===== src/rtl/wtap_pkg.sv =====
package wtap_pkg;

   // Which source updates the wiper position at the next edge
   typedef enum logic [2:0] {
      SRC_KEEP   = 3'd0,
      SRC_RECALL = 3'd1,
      SRC_XFER   = 3'd2,
      SRC_SERIAL = 3'd3,
      SRC_STEP   = 3'd4
   } wtap_src_e;

endpackage


===== src/rtl/wtap_arbiter.sv =====
module wtap_arbiter
   import wtap_pkg::*;
(
   input  logic      recall_pending,
   input  logic      supply_ok,
   input  logic      xfer_any,
   input  logic      ser_wr,
   input  logic      step_fire,
   output wtap_src_e src
);

   // Fixed priority: recall, transfer, serial write, step
   always_comb begin
      src = SRC_KEEP;
      if (recall_pending) begin
         if (supply_ok) src = SRC_RECALL;
      end else if (xfer_any) begin
         src = SRC_XFER;
      end else if (ser_wr) begin
         src = SRC_SERIAL;
      end else if (step_fire) begin
         src = SRC_STEP;
      end
   end

endmodule


===== src/rtl/wtap_stepper.sv =====
module wtap_stepper #(
   parameter int POS_W = 6
) (
   input  logic [POS_W-1:0] pos_q,
   input  logic             up,
   output logic [POS_W-1:0] pos_step
);

   localparam logic [POS_W-1:0] TOP_V = {POS_W{1'b1}};
   localparam logic [POS_W-1:0] BOT_V = '0;
   localparam logic [POS_W-1:0] ONE_V = POS_W'(1);

   logic at_top;
   logic at_bot;

   assign at_top = (pos_q == TOP_V);
   assign at_bot = (pos_q == BOT_V);

   // Saturating single step
   always_comb begin
      pos_step = pos_q;
      if (up && !at_top)       pos_step = pos_q + ONE_V;
      else if (!up && !at_bot) pos_step = pos_q - ONE_V;
   end

endmodule


===== src/rtl/wtap_bank_mux.sv =====
module wtap_bank_mux #(
   parameter int POS_W     = 6,
   parameter int NUM_BANKS = 4,
   localparam int SEL_W    = $clog2(NUM_BANKS)
) (
   input  logic [NUM_BANKS*POS_W-1:0] bank_flat,
   input  logic [SEL_W-1:0]           sel,
   output logic [POS_W-1:0]           bank_q,
   output logic [POS_W-1:0]           bank0_q
);

   logic [POS_W-1:0] bank_arr [NUM_BANKS];

   for (genvar k = 0; k < NUM_BANKS; k++) begin : g_unpack
      assign bank_arr[k] = bank_flat[k*POS_W +: POS_W];
   end

   always_comb begin
      bank_q = bank_arr[0];
      for (int k = 0; k < NUM_BANKS; k++) begin
         if (sel == SEL_W'(k)) bank_q = bank_arr[k];
      end
   end

   assign bank0_q = bank_arr[0];

endmodule


===== src/rtl/wtap_decode.sv =====
module wtap_decode #(
   parameter int POS_W        = 6,
   parameter int DECODE_STYLE = 0,
   localparam int TAPS        = 1 << POS_W
) (
   input  logic             clk,
   input  logic             rst_n,
   input  logic [POS_W-1:0] pos,
   output logic [TAPS-1:0]  tap_sel
);

   if (DECODE_STYLE == 0) begin : g_cmp
      // One comparator per switch line
      for (genvar i = 0; i < TAPS; i++) begin : g_line
         assign tap_sel[i] = (pos == POS_W'(i));
      end
   end else begin : g_shift
      // Barrel shift of a single set bit
      assign tap_sel = TAPS'(1) << pos;
   end

   AST_TAP_ONEHOT: assert property (@(posedge clk) disable iff (!rst_n)
      ($countones(tap_sel) == 1) && tap_sel[pos]);

endmodule


===== src/rtl/wiper_tap_ctrl.sv =====
module wiper_tap_ctrl
   import wtap_pkg::*;
#(
   parameter int POS_W        = 6,
   parameter int NUM_BANKS    = 4,
   parameter int DECODE_STYLE = 0,
   localparam int SEL_W       = $clog2(NUM_BANKS),
   localparam int TAPS        = 1 << POS_W
) (
   input  logic                       clk,
   input  logic                       rst_n,
   input  logic                       supply_ok,
   input  logic [NUM_BANKS*POS_W-1:0] bank_data,
   input  logic                       xfer_req,
   input  logic                       glb_xfer_req,
   input  logic [SEL_W-1:0]           xfer_sel,
   input  logic                       ser_wr,
   input  logic [POS_W-1:0]           ser_data,
   input  logic                       step_mode,
   input  logic                       step_pulse,
   input  logic                       step_up,
   output logic [POS_W-1:0]           pos,
   output logic [TAPS-1:0]            tap_sel
);

   localparam logic [POS_W-1:0] TOP_V = {POS_W{1'b1}};

   // Parameter checks at elaboration
   if (POS_W < 2 || POS_W > 10) begin : g_bad_width
      $error("wiper_tap_ctrl: POS_W out of range");
   end
   if (NUM_BANKS < 2) begin : g_bad_banks
      $error("wiper_tap_ctrl: NUM_BANKS must be at least 2");
   end
   if (DECODE_STYLE != 0 && DECODE_STYLE != 1) begin : g_bad_style
      $error("wiper_tap_ctrl: DECODE_STYLE must be 0 or 1");
   end

   logic             recall_pending_q;
   logic [POS_W-1:0] pos_q;
   logic [POS_W-1:0] pos_d;
   logic [POS_W-1:0] pos_step;
   logic [POS_W-1:0] bank_sel_q;
   logic [POS_W-1:0] bank0_q;
   logic             xfer_any;
   logic             step_fire;
   wtap_src_e        src;

   assign xfer_any  = xfer_req | glb_xfer_req;
   assign step_fire = step_mode & step_pulse;

   wtap_arbiter u_arb (
      .recall_pending (recall_pending_q),
      .supply_ok      (supply_ok),
      .xfer_any       (xfer_any),
      .ser_wr         (ser_wr),
      .step_fire      (step_fire),
      .src            (src)
   );

   wtap_bank_mux #(.POS_W(POS_W), .NUM_BANKS(NUM_BANKS)) u_mux (
      .bank_flat (bank_data),
      .sel       (xfer_sel),
      .bank_q    (bank_sel_q),
      .bank0_q   (bank0_q)
   );

   wtap_stepper #(.POS_W(POS_W)) u_step (
      .pos_q    (pos_q),
      .up       (step_up),
      .pos_step (pos_step)
   );

   always_comb begin
      unique case (src)
         SRC_RECALL: pos_d = bank0_q;
         SRC_XFER:   pos_d = bank_sel_q;
         SRC_SERIAL: pos_d = ser_data;
         SRC_STEP:   pos_d = pos_step;
         default:    pos_d = pos_q;
      endcase
   end

   always_ff @(posedge clk or negedge rst_n) begin
      if (!rst_n) begin
         pos_q            <= '0;
         recall_pending_q <= 1'b1;
      end else begin
         pos_q <= pos_d;
         if (supply_ok) recall_pending_q <= 1'b0;
      end
   end

   wtap_decode #(.POS_W(POS_W), .DECODE_STYLE(DECODE_STYLE)) u_dec (
      .clk     (clk),
      .rst_n   (rst_n),
      .pos     (pos_q),
      .tap_sel (tap_sel)
   );

   assign pos = pos_q;

   AST_HOLD_OFF: assert property (@(posedge clk) disable iff (!rst_n)
      recall_pending_q && !supply_ok |=> $stable(pos_q));
   AST_RECALL_LOAD: assert property (@(posedge clk) disable iff (!rst_n)
      recall_pending_q && supply_ok |=> pos_q == $past(bank_data[POS_W-1:0]));
   AST_RECALL_ONCE: assert property (@(posedge clk) disable iff (!rst_n)
      !recall_pending_q |=> !recall_pending_q);
   AST_XFER_WINS: assert property (@(posedge clk) disable iff (!rst_n)
      !recall_pending_q && xfer_any |=> pos_q == $past(bank_sel_q));
   AST_SER_LOAD: assert property (@(posedge clk) disable iff (!rst_n)
      !recall_pending_q && !xfer_any && ser_wr |=> pos_q == $past(ser_data));
   AST_STEP_UP: assert property (@(posedge clk) disable iff (!rst_n)
      !recall_pending_q && !xfer_any && !ser_wr && step_fire && step_up && pos_q != TOP_V
      |=> pos_q == POS_W'($past(pos_q) + POS_W'(1)));
   AST_NO_WRAP_UP: assert property (@(posedge clk) disable iff (!rst_n)
      !recall_pending_q && !xfer_any && !ser_wr && step_fire && step_up && pos_q == TOP_V
      |=> pos_q == TOP_V);
   AST_NO_WRAP_DN: assert property (@(posedge clk) disable iff (!rst_n)
      !recall_pending_q && !xfer_any && !ser_wr && step_fire && !step_up && pos_q == '0
      |=> pos_q == '0);
   AST_IDLE_HOLD: assert property (@(posedge clk) disable iff (!rst_n)
      !recall_pending_q && !xfer_any && !ser_wr && !step_fire |=> $stable(pos_q));

endmodule


===== config.mk =====
export PLATFORM = sky130hd
export DESIGN_NAME = wiper_tap_ctrl
export DESIGN_NICKNAME = d
export VERILOG_FILES = /design/src/rtl/wtap_pkg.sv /design/src/rtl/wtap_arbiter.sv /design/src/rtl/wtap_stepper.sv /design/src/rtl/wtap_bank_mux.sv /design/src/rtl/wtap_decode.sv /design/src/rtl/wiper_tap_ctrl.sv
export SDC_FILE = /design/constraint.sdc
export NUM_CORES = 1
export LEC_CHECK = 0
export BUFFER_PORTS_ARGS = -buffer_cell sky130_fd_sc_hd__buf_2
export CORE_MARGIN = 4
export CORE_UTILIZATION = 34
export CTS_BUF_LIST = sky130_fd_sc_hd__clkbuf_4 sky130_fd_sc_hd__clkbuf_8 sky130_fd_sc_hd__clkbuf_16
export DETAILED_ROUTE_END_ITERATION = 7
export GPL_TIMING_DRIVEN = 0
export PLACE_DENSITY = 0.77
export SLEW_MARGIN = 20
export SYNTH_ARGS = -nofsm -noshare
export SYNTH_HDL_FRONTEND = slang
export SYNTH_SLANG_ARGS = --single-unit

===== constraint.sdc =====
create_clock -name clk -period 2.5 [get_ports clk]
set_clock_uncertainty 0.15 [all_clocks]
set_input_delay 0.5 -clock clk [delete_from_list [all_inputs] [get_ports clk]]
set_output_delay 0.5 -clock clk [all_outputs]
set_load 0.02 [all_outputs]

==> impl_results.rst, run 1 <==
.. list-table::
   :header-rows: 1

   * - Metric
     - Value
   * - Outcome
     - complete, no violations
   * - Core box area
     - 0.00344 sq mm
   * - Number of enable flip-flop cells after synthesis
     - 0
   * - Min Tclk post-route
     - 2.40 ns
   * - Worst slew margin relative to its limit
     - roughly 38%
   * - Netlist Area Pre-Place
     - 0.00124 sq mm
   * - Cell with the largest stage delay on the worst path
     - dfrtp_2
   * - Worst slack at placement
     - -0.117 ns
   * - Cell area power density
     - 387 mW/mm^2
   * - Area growth from synthesis to layout
     - 56.7%
   * - Root buffer cell
     - clkbuf_8
   * - H-Tree Depth
     - 1
   * - Critical Path AT
     - 1.75 ns
   * - Instance count of the mapped netlist
     - around 190
   * - Total number of vias
     - 1784
   * - RSZ-0062 raised after global routing
     - false
   * - RePlAce Congestion
     - 0.783
   * - TritonCTS clock tree
     - yes
   * - Number of nets with antenna violations after routing
     - 0
   * - Setup slack, reg-to-reg
     - 0.18 ns
   * - Floorplan die width
     - 68.4 um
   * - Area of the die
     - ~0.0047 sq mm
   * - Actual slew at the worst max-slew pin
     - a little over 0.9 ns
   * - Mean instance size in the synthesized netlist
     - approximately 6.6 sq um
   * - Routed vias/inst
     - 5.10
   * - Number of buffers created by CTS
     - 3
   * - Cell family with most CP delay
     - simple AND/OR/NAND/NOR gates
   * - Clock power share
     - between 20% and 30%
   * - Seq/Total Area, Yosys
     - 14.2%
   * - Remaining global-route overflow
     - 0
   * - HPWL after DPL
     - 3.82 mm
   * - Static Leakage
     - 1.05 nW
   * - I/O pin count
     - 111
   * - Initial Util
     - between 30% and 40%
   * - Maximum fanout count along the critical path
     - 8
   * - Clock transition at the registers of the reported paths
     - 0.04 ns
   * - Vertical extent of the die
     - 68.4 um
   * - Highest Clock Rate
     - 0.417 GHz
   * - Internal power
     - 0.416 mW
   * - Buffer levels on the longest clock path
     - 2
   * - Hold Violations, Final
     - 0
   * - Post-synth ARST share
     - 100%
   * - Number of sinks on the clock net
     - 7
   * - Crit Reg-Reg Endpoint
     - pos[1]
   * - Portion of total power attributed to sequential cells
     - 19.9%
   * - Startpoint of the most critical register-to-register path
     - pos[1]
   * - Critical hold path startpoint
     - supply_ok
   * - Ys flop type
     - dfrtp_1
   * - Maximum number of pins on one net before global-route repair
     - 11
   * - Type of the worst setup path
     - flop to output pin
   * - CP Cell Sequence
     - inv_2 -> ha_4 -> or3b_4 -> nor2_1 -> buf_4 -> buf_2
   * - Site row count
     - 21
   * - Endpoint of the worst hold path
     - recall_pending_q
   * - Net switching power of the design
     - approximately 0.34 mW
   * - Number of I/O port buffers
     - 108
   * - Wire length of the first global-routing pass
     - around 7.1 mm
   * - Synth Register Bits
     - 7
   * - Fraction of final layout cells sized beyond drive strength 1
     - 47.7%
   * - Average detailed-routed wire length per instance
     - 13.3 um
   * - Count of max-cap constraint violations
     - 0
   * - Post-layout net count
     - 350
   * - Final worst-path cycle share
     - between 90% and 100%
   * - Required arrival time at the worst endpoint
     - 1.85 ns
   * - Synth warnings
     - 0
   * - Hold Crit Depth
     - 2
   * - Clock latency of the later-clocked register in the worst-skew pair
     - approximately 0.24 ns
   * - Critical Path Sink Type
     - output pin
   * - Critical path buffer and inverter count
     - 3
   * - Net Sw Frac
     - 44.7%
   * - Leading cell types in the layout, fill and taps excluded
     - buf_2, nor2_1, nand2_1
   * - Inserted Diodes
     - 0
   * - Worst supply voltage drop on vdd
     - 0.000237 V
   * - Final wirelength
     - between 4 and 5 mm
   * - Total power draw
     - 0.752 mW
   * - Synthesized netlist net count
     - roughly 230
   * - Worst setup SP type
     - flop
   * - Yosys cell types
     - 39
   * - Antenna violations before repair
     - 0
   * - Number of design rule violations left after detail routing
     - 0
   * - Total setup violations reported at the end of the flow
     - 0
   * - Final number of max-transition violations
     - 0
   * - All-layer global routing usage
     - 19.4%
   * - Initial DRC count
     - 108
   * - Most common cell after layout, fill and taps aside
     - buf_2
   * - Kind of path behind the tightest hold check
     - input pin to flop
   * - Logic pwr share
     - 56.4%
   * - Delay of the slowest cell on the worst path
     - 0.46 ns
   * - Number of global-route vias before repair
     - 1587
   * - Smallest setup slack after layout
     - 0.101 ns
   * - Logic depth of the worst register-to-register path
     - 7
   * - Total iterations of the first detailed-routing run
     - 4
[flip-flops by register name, summed over array words and instances, names as in the netlist]
name / count
recall_pending_q: 1
pos: 6
[Yosys cell counts, types with 3 or more instances]
| cell | n | area [sq um] |
|---|---|---|
| nor2_1 | 68 | 255 |
| nand2_1 | 18 | 67.6 |
| clkbuf_1 | 11 | 41.3 |
| nor3_1 | 9 | 45.0 |
| dfrtp_1 | 6 | 150 |
| mux4_2 | 6 | 135 |
| nand3_1 | 6 | 30.0 |
| o21ai_0 | 6 | 30.0 |
| a221oi_1 | 5 | 43.8 |
| nor2b_1 | 5 | 31.3 |
| a22o_1 | 4 | 35.0 |
| ha_1 | 4 | 50.1 |
| a211oi_1 | 3 | 22.5 |
| inv_1 | 3 | 11.3 |
| o31ai_1 | 3 | 22.5 |
[worst reg2reg max path: cells and delay by family (launching register included)]
family | cells | cell delay, ns
buf+inv | 1 | 0.13
fa+ha+maj | 1 | 0.31
simple gates | 3 | 0.68
compound gates | 2 | 0.45
flops | 1 | 0.46
[cell families (layout without fill, tap and decap cells)]
kind of cell / after synthesis / in the layout / synth area share, %
flip-flops: 7 / 7 / 14.2
XOR/XNOR: 2 / 2 / 1.41
buffers and inverters: 20 / 135 / 8.06
AND/OR/NAND/NOR: 119 / 119 / 42.2
AO/OA/AOI/OAI: 29 / 29 / 17.5
multiplexers: 8 / 8 / 12.5
adder cells (fa/ha/maj): 4 / 4 / 4.03
[how the worst max path moves through the flow]
stage | from | end | slack [ns] | cells after the start
floorplan | pos[0] | pos[1] | 0.02 | 9
global placement | pos[0] | pos[1] | -0.11 | 9
detailed placement | pos[0] | pos[1] | -0.12 | 9
CTS | pos[4] | tap_sel[63] | 0.006 | 6
global route | pos[5] | tap_sel[0] | 0.008 | 7
finish | pos[1] | tap_sel[0] | 0.10 | 6
[cell type report]
type,count,area [sq um]
Buffer,16,95.1
Clock buffer,4,48.8
Fill cell,353,1500
Inverter,3,11.3
Multi-Input combinational cell,162,980
Sequential cell,7,179
Tap cell,46,57.6
Timing Repair Buffer,112,573
[stage by stage]
step           area [sq um]  setup TNS, ns  hold WS, ns  utilization, %  cells
6_report               1940              0        0.248            56.5    350
2_1_floorplan          1240              0       0.0544               -    189
5_1_grt                1940              0        0.249            56.5    350
3_5_place_dp           1840         -0.247        0.190            53.4    343
3_3_place_gp           1840         -0.222        0.188            53.4    343
4_1_cts                1910              0        0.251            55.6    347
[power by group through the flow]
stage | Sequential, mW | Combinational [mW] | Clock [mW]
after floorplan | 0.162 | 0.251 | 0
after global placement | 0.150 | 0.388 | 0
after detailed placement | 0.150 | 0.394 | 0
after CTS | 0.150 | 0.407 | 0.175
after global routing | 0.152 | 0.467 | 0.184
final | 0.149 | 0.424 | 0.178
[per-layer routing]
metal | share of wire (%) | GRT usage (%) | vias up
met1 | 40 | 24.4 | 809
met5 | 0 | 0 | -
met4 | 0.99 | 5.21 | 0
li1 | - | - | 880
met2 | 50 | 34.7 | 91
met3 | 8.8 | 1.81 | 4
[what timing repair did]
action	4_1_cts	5_1_grt
hold endpoints to repair	6	0
buffers inserted	0	3
endpoints found under the setup margin	13	45
hold buffers	1	0
resized for setup	6	15
(Power assumes the default switching activity.)
==> run 2, diff against run 1 <==
- ABC_AREA: not set -> 1
- CORE_UTILIZATION: 34 -> 35
- CTS_CLUSTER_SIZE: not set -> 24
- PLACE_DENSITY: 0.77 -> 0.74
==> run 2 against run 1 <==
  * Register-to-register slack gained 0.31 ns
  * Critical path type unchanged
  * Sequential share of layout area is 1.0 points lower
  * Sequential power grew 3%
  * Count of clock-buffer cells in the layout is the same
  * First-iteration DRC count fell by 0.93%
  * Combinational power rose by 21%
  * Fmax is 0.96% higher
==> impl_results.rst, run 2 <==
.. list-table::
   :header-rows: 1

   * - Metric
     - Value
   * - Maximum fanout count along the critical path
     - 8 (unchanged)
   * - Type of the worst setup path
     - flop to output pin
   * - Synth Register Bits
     - 7 (unchanged)
   * - Site row count
     - 23 (+9.5%)
   * - Seq/Total Area, Yosys
     - 11.8% (-2.4 points)
   * - Number of sinks on the clock net
     - 7 (unchanged)
   * - Count of max-cap constraint violations
     - 0 (unchanged)
   * - Outcome
     - complete, no violations
   * - Mean instance size in the synthesized netlist
     - 5.13 sq um (-22%)
   * - Sequential standard cell area
     - 176 sq um (-1.4%)
   * - HPWL after DPL
     - 4.25 mm (+11%)
   * - Vertical extent of the die
     - 73.2 um (+7.0%)
   * - Area of the die
     - 0.00536 sq mm (+15%)
   * - Smallest setup slack after layout
     - 0.124 ns (+0.0228 ns)
   * - RePlAce Congestion
     - 0.842 (+7.6%)
   * - Post-layout net count
     - 449 (+28%)
   * - Highest Clock Rate
     - 0.421 GHz (+0.96%)
   * - Critical path buffer and inverter count
     - 4 (+1)
   * - Worst slew margin relative to its limit
     - 70.5% (+33 points)
   * - Clock transition at the registers of the reported paths
     - 0.04 ns (about the same)
   * - Fraction of the mapped netlist area in adder cells
     - 3.36% (-0.67 points)
   * - Worst supply voltage drop on vdd
     - 0.000127 V (-46%)
   * - Simple-gate share of the synthesized area
     - 62.7% (+20 points)
   * - Post-synth ARST share
     - 100% (unchanged)
   * - Total setup violations reported at the end of the flow
     - 0 (unchanged)
   * - Final hold slack
     - 0.255 ns (+0.00708 ns)
   * - Number of flip-flops in the largest register
     - 6 (unchanged)
   * - Initial DRC count
     - 107 (-0.93%)
   * - Antenna violations before repair
     - 0 (unchanged)
   * - Cell area power density
     - 388 mW/mm^2 (+0.33%)
   * - Critical Path Sink Type
     - output pin
   * - Total number of vias
     - 2132 (+20%)
   * - Logic depth of the worst register-to-register path
     - 8 (+1)
   * - Final worst-path cycle share
     - 95.0% (-0.91 points)
   * - Number of buffers created by CTS
     - 3 (unchanged)
   * - Remaining global-route overflow
     - 0 (unchanged)
   * - Core box area
     - 0.00406 sq mm (+18%)
   * - Wire length of the first global-routing pass
     - 8.04 mm (+13%)
   * - Most common cell after layout, fill and taps aside
     - buf_2
   * - Initial Util
     - 36.7% (+0.63 points)
   * - RSZ-0062 raised after global routing
     - false
   * - Required arrival time at the worst endpoint
     - 1.85 ns (about the same)
   * - Final wirelength
     - 5.06 mm (+9.0%)
   * - Clock latency of the later-clocked register in the worst-skew pair
     - 0.23 ns (about the same)
   * - Critical Path AT
     - 1.73 ns (-0.02 ns)
   * - Xor and xnor fraction of the mapped netlist area
     - 1.18% (-0.23 points)
   * - Post-CTS setup repair buffer count
     - 0 (unchanged)
   * - Min Tclk post-route
     - 2.38 ns (-0.0228 ns)
   * - Mux contribution to synthesized area
     - 0% (-12 points)
   * - Leading cell types by total area after synthesis
     - nor2_1, nand2_1, dfrtp_1, nand3_1, inv_1
   * - Synth warnings
     - 0 (unchanged)
   * - Synth Area in Compound Gates
     - 8.15% (-9.4 points)
   * - Area used by multi-input combinational logic
     - 0.00112 sq mm (+15%)
   * - # fillers
     - 440 (+25%)
   * - TritonCTS clock tree
     - yes
   * - Worst slack at placement
     - 0.266 ns (+0.383 ns)
   * - Routed vias/inst
     - 4.71 (-7.7%)
   * - Area share of the largest cell type after synthesis
     - 21.2% (+0.61 points)
   * - Most frequent cell on the critical path
     - inv_1
   * - Ys flop type
     - dfrtp_1
   * - Actual slew at the worst max-slew pin
     - 0.442 ns (-0.476 ns)
   * - Critical hold path startpoint
     - supply_ok
   * - Cell type with the highest aggregate area in the netlist
     - nor2_1
   * - Area growth from synthesis to layout
     - 44.8%
   * - Buffer levels on the longest clock path
     - 2 (unchanged)
   * - Hold Crit Depth
     - 2 (unchanged)
   * - Crit Reg-Reg Endpoint
     - pos[2]
   * - Total iterations of the first detailed-routing run
     - 5 (+1)
   * - Kind of path behind the tightest hold check
     - input pin to flop
   * - Inserted Diodes
     - 0 (unchanged)
   * - Endpoint of the worst hold path
     - recall_pending_q
   * - Yosys cell types
     - 31 (-21%)
   * - Setup slack, reg-to-reg
     - 0.49 ns (+0.31 ns)
   * - Number of design rule violations left after detail routing
     - 0 (unchanged)
   * - Largest family of logic cells by synthesized area
     - simple AND/OR/NAND/NOR gates
   * - Static Leakage
     - 1.33 nW (+26%)
   * - Cell with the largest stage delay on the worst path
     - dfrtp_1
   * - Synth cell count leaders
     - nor2_1, nand2_1, nand3_1
   * - Instance count of the mapped netlist
     - 290 (+53%)
   * - Maximum number of pins on one net before global-route repair
     - 11 (unchanged)
   * - Startpoint of the most critical register-to-register path
     - pos[1]
   * - Final number of max-transition violations
     - 0 (unchanged)
   * - Root buffer cell
     - clkbuf_8
   * - Fraction of final layout cells sized beyond drive strength 1
     - 37.7% (-10 points)
   * - Most frequent cell after synthesis
     - nor2_1
   * - Leading cell types in the layout, fill and taps excluded
     - buf_2, nor2_1, nand2_1
   * - Worst setup SP type
     - flop
   * - Fin Setup TNS
     - 0 ns (unchanged)
   * - All-layer global routing usage
     - 18.2% (-1.1 points)
   * - CP Cell Sequence
     - ha_1 -> inv_1 -> nor2_2 -> nand2_1 -> inv_1 -> buf_4 -> buf_2
   * - Delay of the slowest cell on the worst path
     - 0.48 ns (+0.02 ns)
   * - Number of enable flip-flop cells after synthesis
     - 0 (unchanged)
   * - Netlist Area Pre-Place
     - 0.00149 sq mm (+20%)
   * - Hold Violations, Final
     - 0 (unchanged)
   * - Floorplan die width
     - 73.2 um (+7.0%)
   * - Number of nets with antenna violations after routing
     - 0 (unchanged)
   * - Synthesized netlist net count
     - 335 (+43%)
   * - Number of global-route vias before repair
     - 1867 (+18%)
   * - Cell family with most CP delay
     - flip-flops
   * - I/O pin count
     - 111 (unchanged)
   * - Number of I/O port buffers
     - 109 (+0.93%)
   * - H-Tree Depth
     - 1 (unchanged)
   * - Average detailed-routed wire length per instance
     - 11.2 um (-16%)
## run 2: changes by cell type in the layout (fill, tap and decap cells not counted), moves of 5 or more
cell	previous run	this run
nand2_1	18	80
nand3_1	6	29
inv_1	1	20
nor2_1	68	84
inv_2	2	11
nor3_1	9	0
a21oi_1	2	9
mux4_2	6	0
a221oi_1	5	0
nor2_2	0	5
nor2b_1	5	0
## run 2: worst max path at each step
stage | depth (start not counted) | endpoint | from
floorplan | 5 | tap_sel[20] | pos[0]
global placement | 7 | tap_sel[0] | pos[0]
detailed placement | 6 | tap_sel[40] | pos[0]
CTS | 6 | tap_sel[40] | pos[0]
global route | 6 | tap_sel[40] | pos[4]
finish | 7 | tap_sel[63] | pos[1]
## run 2: logic make-up after synthesis
group / count (synthesis)
adders and majority gates: 4
DFF: 7
xor gates and xnor gates: 2
and+or+nand+nor: 213
buffers and inverters: 44
AOI/OAI and AO/OA: 20
## run 2: metal layers
| layer | routed length [um] | global-route usage, % | vias to the layer above |
|---|---|---|---|
| met5 | 0 | 0 | - |
| met4 | 23 | 4.30 | 0 |
| met3 | 466 | 1.52 | 4 |
| met2 | 2440 | 33.9 | 95 |
| met1 | 2130 | 22.4 | 913 |
| li1 | - | - | 1120 |
## run 2: stage by stage
step / instance area, sq um / cells / util, % / total power, mW
after global placement: 2100 / 449 / 51.7 / 0.658
after detailed placement: 2100 / 449 / 51.7 / 0.663
after CTS: 2160 / 454 / 53.1 / 0.839
after floorplan: 1490 / 290 / - / 0.509
final: 2160 / 453 / 53.1 / 0.837
after global routing: 2160 / 453 / 53.1 / 0.909
## run 2: power breakdown
group / internal (mW) / leakage, nW / switching, mW
registers: 0.129 / 0.0807 / 0.0242
logic: 0.167 / 1.22 / 0.347
clock network: 0.121 / 0.0262 / 0.0480
## run 2: cell type report
cell class | instances | share of cell area (%)
Clock buffer | 4 | 2.26
Tap cell | 50 | 2.90
Multi-Input combinational cell | 239 | 52.2
Timing Repair Buffer | 110 | 25.8
Inverter | 32 | 5.69
Sequential cell | 7 | 8.18
Buffer | 11 | 3.02
## run 2: timing repair
action                                 4_1_cts  5_1_grt
resized for setup                            0        3
endpoints found under the hold margin        6        0
hold buffers                                 1        0
setup endpoints to repair                    0       23
